`config.mk`:
```
export PLATFORM = sky130hd
export DESIGN_NAME = bnn_xnor_accel
export DESIGN_NICKNAME = d
export VERILOG_FILES = /design/src/rtl/bnn_pkg.sv /design/src/rtl/bnn_ctrl.sv /design/src/rtl/bnn_datapath.sv /design/src/rtl/bnn_xnor_accel.sv
export SDC_FILE = /design/constraint.sdc
export NUM_CORES = 2
export LEC_CHECK = 0
export CORE_ASPECT_RATIO = 2
export CORE_MARGIN = 5
export CORE_UTILIZATION = 35
export DETAILED_ROUTE_END_ITERATION = 6
export PLACE_DENSITY = 0.56
export SETUP_SLACK_MARGIN = 0.05
export SLEW_MARGIN = 10
export SYNTH_ARGS = -nofsm -noshare
export SYNTH_HDL_FRONTEND = slang
export SYNTH_SLANG_ARGS = --single-unit
```
`constraint.sdc`:
```
create_clock -name clk -period 8.6 [get_ports clk]
set_input_delay 2.15 -clock clk [delete_from_list [all_inputs] [get_ports clk]]
set_output_delay 2.15 -clock clk [all_outputs]
set_load 0.02 [all_outputs]
```
`src/rtl/bnn_pkg.sv`:
```
package bnn_pkg;

  typedef enum logic [2:0] {
    ST_IDLE,
    ST_LOAD,
    ST_ACC,
    ST_THRESH,
    ST_EMIT
  } bnnState_t;

  // strobes from the controller to the datapath
  typedef struct packed {
    logic clearAcc;
    logic loadIn;
    logic accEn;
    logic latchOut;
  } dpCtrl_t;

  localparam logic [1:0] REG_CMD    = 2'd0;
  localparam logic [1:0] REG_LEN    = 2'd1;
  localparam logic [1:0] REG_THR    = 2'd2;
  localparam logic [1:0] REG_STATUS = 2'd3;

endpackage

```
`src/rtl/bnn_ctrl.sv`:
```
module bnn_ctrl
  import bnn_pkg::*;
#(
  parameter int ACC_W  = 16,
  parameter int CNT_W  = 20,
  parameter int ADDR_W = 12
) (
  input  logic              clk,
  input  logic              rstN,
  input  logic              psel,
  input  logic              penable,
  input  logic              pwrite,
  input  logic [ADDR_W-1:0] paddr,
  input  logic [31:0]       pwdata,
  output logic [31:0]       prdata,
  output logic              pready,
  input  logic              inValid,
  output logic              inReady,
  input  logic              wValid,
  output logic              wReady,
  output logic              outValid,
  input  logic              outReady,
  output logic [ACC_W-1:0]  thr,
  output dpCtrl_t           dpCtrl
);

  bnnState_t state, stateNext;
  logic [CNT_W-1:0] kReg;
  logic [CNT_W-1:0] wordCnt;
  logic [ACC_W-1:0] thrReg;
  logic             done;
  logic             busy;
  logic             regHit;
  logic [1:0]       regSel;
  logic             apbWr;
  logic             startReq;
  logic             lastWord;
  logic             unusedWdata;

  assign unusedWdata = ^pwdata[31:CNT_W];

  assign regSel   = paddr[3:2];
  assign regHit   = (paddr[ADDR_W-1:4] == '0) && (paddr[1:0] == 2'b00);
  assign apbWr    = psel && penable && pwrite && regHit;
  assign startReq = apbWr && (regSel == REG_CMD) && pwdata[0];
  assign pready   = 1'b1;
  assign busy     = (state != ST_IDLE);
  assign thr      = thrReg;

  assign inReady  = (state == ST_LOAD);
  assign wReady   = (state == ST_ACC);
  assign outValid = (state == ST_EMIT);
  assign lastWord = (wordCnt == kReg - CNT_W'(1));

  always_comb begin
    dpCtrl          = '0;
    dpCtrl.clearAcc = (state == ST_IDLE) && startReq;
    dpCtrl.loadIn   = inValid && inReady;
    dpCtrl.accEn    = wValid && wReady;
    dpCtrl.latchOut = (state == ST_THRESH);
  end

  always_comb begin
    stateNext = state;
    unique case (state)
      ST_IDLE:   if (startReq) stateNext = ST_LOAD;
      ST_LOAD:   if (inValid) stateNext = (kReg == '0) ? ST_THRESH : ST_ACC;
      ST_ACC:    if (wValid && lastWord) stateNext = ST_THRESH;
      ST_THRESH: stateNext = ST_EMIT;
      ST_EMIT:   if (outReady) stateNext = ST_IDLE;
      default:   stateNext = ST_IDLE;
    endcase
  end

  always_ff @(posedge clk or negedge rstN) begin
    if (!rstN) begin
      state   <= ST_IDLE;
      wordCnt <= '0;
      done    <= 1'b0;
    end else begin
      state <= stateNext;
      if (dpCtrl.clearAcc) begin
        wordCnt <= '0;
        done    <= 1'b0;
      end else if (dpCtrl.accEn) begin
        wordCnt <= wordCnt + CNT_W'(1);
      end
      if (outValid && outReady) done <= 1'b1;
    end
  end

  always_ff @(posedge clk or negedge rstN) begin
    if (!rstN) begin
      kReg   <= '0;
      thrReg <= '0;
    end else if (apbWr) begin
      if (regSel == REG_LEN) kReg   <= pwdata[CNT_W-1:0];
      if (regSel == REG_THR) thrReg <= pwdata[ACC_W-1:0];
    end
  end

  always_comb begin
    prdata = '0;
    if (regHit) begin
      unique case (regSel)
        REG_LEN:    prdata = 32'(kReg);
        REG_THR:    prdata = 32'(thrReg);
        REG_STATUS: prdata = {30'b0, done, busy};
        default:    prdata = '0;
      endcase
    end
  end

endmodule

```
`src/rtl/bnn_datapath.sv`:
```
module bnn_datapath
  import bnn_pkg::*;
#(
  parameter int TP    = 32,
  parameter int ACC_W = 16
) (
  input  logic             clk,
  input  logic             rstN,
  input  dpCtrl_t          dpCtrl,
  input  logic [TP-1:0]    inData,
  input  logic [TP-1:0]    wData,
  input  logic [ACC_W-1:0] thr,
  output logic [TP-1:0]    outData
);

  localparam int WORDS  = TP / 32;
  localparam int SLOT_W = $clog2(TP);
  localparam int PC_W   = $clog2(TP) + 1;
  localparam int NODES  = 2 * TP - 1;

  logic [31:0]       inBuf [WORDS];
  logic [TP-1:0]     inVec;
  logic [TP-1:0]     matchVec;
  logic [PC_W-1:0]   node [NODES];
  logic [SLOT_W-1:0] slot;
  logic [ACC_W-1:0]  accArr [TP];
  logic [ACC_W-1:0]  accSel;
  logic [ACC_W:0]    accSum;
  logic [ACC_W-1:0]  accNext;

  // activation buffer, one register per 32-bit word, reassembled by fixed wiring
  for (genvar g = 0; g < WORDS; g++) begin : g_buf
    always_ff @(posedge clk or negedge rstN) begin
      if (!rstN) inBuf[g] <= '0;
      else if (dpCtrl.loadIn) inBuf[g] <= inData[32*g +: 32];
    end
    assign inVec[32*g +: 32] = inBuf[g];
  end

  assign matchVec = ~(wData ^ inVec);

  // popcount as a balanced binary tree stored in heap order
  for (genvar k = 0; k < TP; k++) begin : g_leaf
    assign node[TP-1+k] = PC_W'(matchVec[k]);
  end
  for (genvar n = 0; n < TP - 1; n++) begin : g_tree
    assign node[n] = node[2*n+1] + node[2*n+2];
  end

  always_ff @(posedge clk or negedge rstN) begin
    if (!rstN) slot <= '0;
    else if (dpCtrl.clearAcc) slot <= '0;
    else if (dpCtrl.accEn) slot <= (slot == SLOT_W'(TP - 1)) ? '0 : slot + SLOT_W'(1);
  end

  // one shared saturating adder, result steered to the selected accumulator
  assign accSel  = accArr[slot];
  assign accSum  = {1'b0, accSel} + (ACC_W + 1)'(node[0]);
  assign accNext = accSum[ACC_W] ? {ACC_W{1'b1}} : accSum[ACC_W-1:0];

  for (genvar a = 0; a < TP; a++) begin : g_acc
    always_ff @(posedge clk or negedge rstN) begin
      if (!rstN) accArr[a] <= '0;
      else if (dpCtrl.clearAcc) accArr[a] <= '0;
      else if (dpCtrl.accEn && (slot == SLOT_W'(a))) accArr[a] <= accNext;
    end

    always_ff @(posedge clk or negedge rstN) begin
      if (!rstN) outData[a] <= 1'b0;
      else if (dpCtrl.latchOut) outData[a] <= (accArr[a] >= thr);
    end
  end

endmodule

```
`src/rtl/bnn_xnor_accel.sv`:
```
module bnn_xnor_accel
  import bnn_pkg::*;
#(
  parameter int TP     = 32,
  parameter int ACC_W  = 16,
  parameter int CNT_W  = 20,
  parameter int ADDR_W = 12
) (
  input  logic              clk,
  input  logic              rstN,
  input  logic              psel,
  input  logic              penable,
  input  logic              pwrite,
  input  logic [ADDR_W-1:0] paddr,
  input  logic [31:0]       pwdata,
  output logic [31:0]       prdata,
  output logic              pready,
  input  logic              inValid,
  output logic              inReady,
  input  logic [TP-1:0]     inData,
  input  logic              wValid,
  output logic              wReady,
  input  logic [TP-1:0]     wData,
  output logic              outValid,
  input  logic              outReady,
  output logic [TP-1:0]     outData
);

  dpCtrl_t          dpCtrl;
  logic [ACC_W-1:0] thr;

  bnn_ctrl #(
    .ACC_W (ACC_W),
    .CNT_W (CNT_W),
    .ADDR_W(ADDR_W)
  ) i_ctrl (
    .clk     (clk),
    .rstN    (rstN),
    .psel    (psel),
    .penable (penable),
    .pwrite  (pwrite),
    .paddr   (paddr),
    .pwdata  (pwdata),
    .prdata  (prdata),
    .pready  (pready),
    .inValid (inValid),
    .inReady (inReady),
    .wValid  (wValid),
    .wReady  (wReady),
    .outValid(outValid),
    .outReady(outReady),
    .thr     (thr),
    .dpCtrl  (dpCtrl)
  );

  bnn_datapath #(
    .TP   (TP),
    .ACC_W(ACC_W)
  ) i_dp (
    .clk    (clk),
    .rstN   (rstN),
    .dpCtrl (dpCtrl),
    .inData (inData),
    .wData  (wData),
    .thr    (thr),
    .outData(outData)
  );

endmodule

```
==> impl_metrics.toml <==
[outcome]
status = "finished clean"

[timing]
fmax_ghz = 0.120
worst_pin_slew_ns = 1.38
clock_skew_ns = 0.0423
maxSlewViolCount = 0
slew_headroom_pct = 7.20
post-route-min-period_ns = 8.33
tns_ns = 0
fin_hold_ws_ns = 0.525
hold_viol = 0
layout_setup_ws_ns = 0.269
fin_crit_sh_pct = 96.9
rsz0062_at_grt = "true"
setup_viol = 0

[global_route]
grt_pass1_wl_um = 220000
grt_pass1_vias = 34100
grt_max_degree = 180
antenna_found_initial = 2
grt.overflow.total = 0
grt_usage_pct = 22.7

[floorplanning]
ios = 184
start_util_pct = 35.2
die-height_um = 499
dieWidth_um = 255
fp-row-count = 179
core_um2 = 119000
dieArea_um2 = 127000

[yosys]
yosysTopAreaCell = "dfrtp_1"
yosys-top-cells-area = "dfrtp_1, ha_1, o21ai_0"
yosysWarnings = 0
ys_seq_area_share_pct = 38.3
syn_area_per_cell_um2 = 10.1
syn_area_um2 = 41900
synth-main-ff-cell = "dfrtp_1"
synthCells = 4158
netlist-cell-type-count = 77
synth-seq-cells = 641
synth-async-reset-ratio_pct = 100
ys_top_cells_by_count = "dfrtp_1, o21ai_0, ha_1"
synth_top_area_share_pct = 38.3
yosysMostFrequentCell = "dfrtp_1"
synth_edf_count = 0

[placement]
placed_cell_area_um2 = 45300
place_ws_ns = -0.636
post-dp-hpwl_um = 106000
routabilityCongestion = 0.939
port_buffers = 158

[critical_path]
cpMostUsedCell = "fa_1"
path_max_fanout = 12
crit_type = "in2reg"
cp_data_required_time_ns = 9.13
cpPeakStageDelay_ns = 0.55
crit_path_cell_trace = "clkdlybuf4s50_1, xor2_2, fa_1, fa_1, inv_1, fa_1, inv_1, fa_1, fa_1, inv_1, fa_1, fa_2, fa_1, a21o_1, a21oi_1, buf_4, o21bai_1, a31oi_2, buf_6, nor2_4, nand4_4, buf_4, clkbuf_16, a31oi_1"
end_kind = "flip-flop"
crit_arrival_ns = 8.86
cp_slowest_cell = "fa_1"
start_kind = "input pin"
rrSetupSlack_ns = 0.45

[clocking]
ctsHtreeMaxLevel = 2
cts_buffers = 61
cts.sinks = 641
cts_tree = "built"
clkTransAtPathRegs_ns = 0.06
insertion_delay_ns = 0.69
cts_buffer_depth = 3
cts_root_buf = "clkbuf_16"

[route]
via_per_inst = 5.77
dr.pass1.iters = 5
antenna_left = 0
drt_iter0_drc = 2218
route.detailed.drc = 0
vias = 33400
wl_um = 149000
wl_per_cell_um = 25.8

[finish]
layout-drive-gt1-share_pct = 11.6
nets = 4876
fin_area_um2 = 47700
area_growth_pct = 13.8

[min_path]
hp-class = "reg2reg"

[job]
cap_violations = 0
-- critical path, delay by kind of cell --
kind | cells | cell delay (ns)
and+or+nand+nor | 2 | 0.28
buffers and inverters | 8 | 1.50
adders and majority gates | 8 | 3.85
xor gates and xnor gates | 1 | 0.19
AOI/OAI and AO/OA | 5 | 0.86
-- metrics by stage --
step / instances / utilization (%)
floorplan: 4169 / -
global placement: 5668 / 38.1
detailed placement: 5668 / 38.1
CTS: 5783 / 39.9
global route: 5790 / 40.1
finish: 5791 / 40.1
-- cell type report --
type	instances	area, µm²
tap	1538	1920
clock buffer	94	1810
antenna	2	5.00
clock inverter	21	339
sequential	641	16100
fill	11500	71300
timing repair buffer	280	2880
multi-input combinational	3133	24400
inverter	82	308
-- kinds of logic after synthesis --
logic type | synth area share (%)
fa+ha+maj | 17.2
buf+inv | 4.29
flops | 38.3
simple gates | 8.95
compound gates | 20.4
mux | 9.09
other cells | 0.0179
xor+xnor | 1.71
-- layout by cell type, fill, tap and decap left out, types with 10 or more instances in the layout --
cell type        count
nand2b_1            39
clkbuf_8            12
clkbuf_16           66
and3_1              18
o22ai_1             12
a22oi_1             23
a21oi_1            515
nor2_1             144
xnor2_1             31
nand4_1             71
buf_4               91
clkdlybuf4s50_1    157
clkbuf_1            19
nor3_1              26
nor2b_1             18
conb_1              13
and4_1              24
and2_1              17
fa_1                25
buf_12              25
a21o_1             204
a31oi_1             50
mux2_2              66
nor2_2              20
a221oi_1            25
dfrtp_1            637
o31ai_1             32
inv_1               81
mux4_2             117
nand2_1            239
mux2i_1             41
nand3_1             70
a31o_2              25
o21ai_0            558
ha_1               535
or3_1               10
xor2_1              44
-- state kept, by name (all words and copies together), names as in the netlist --
register        count
i_ctrl.done         1
i_dp.accArr       512
i_ctrl.state        3
i_ctrl.wordCnt     20
i_dp.inBuf         32
i_ctrl.kReg        20
i_ctrl.thr         16
i_dp.slot           5
i_dp.outData       32
-- per-layer routing --
metal | share of wire [%] | track usage [%] | vias to the layer above
met3 | 3.9 | 2.27 | 360
met5 | 0 | 0 | -
met1 | 35 | 24.5 | 16600
met4 | 7.9 | 14.1 | 0
met2 | 53 | 42.1 | 961
li1 | - | - | 15500
-- timing repair --
action,4_1_cts,5_1_grt
gates resized for setup,1,15
hold buffers,0,0
pin swaps,0,3
setup buffers,0,3
gates cloned,0,4
setup endpoints to repair,1,509
-- final timing paths --
path                             startpoint  cells past startpoint               end
setup / recovery                  wData[20]                     24  i_dp.accArr[221]
hold / removal             i_dp.outData[19]                      1  i_dp.outData[19]
setup reg to reg               i_dp.slot[0]                     23  i_dp.accArr[221]
hold reg to reg            i_dp.outData[19]                      1  i_dp.outData[19]
max in group asynchronous              rstN                      3  i_dp.accArr[386]
min in group asynchronous              rstN                      1  i_dp.accArr[237]
Power is not shown: default switching activity piles up to over one toggle a cycle in this logic, so the estimate is an artifact.
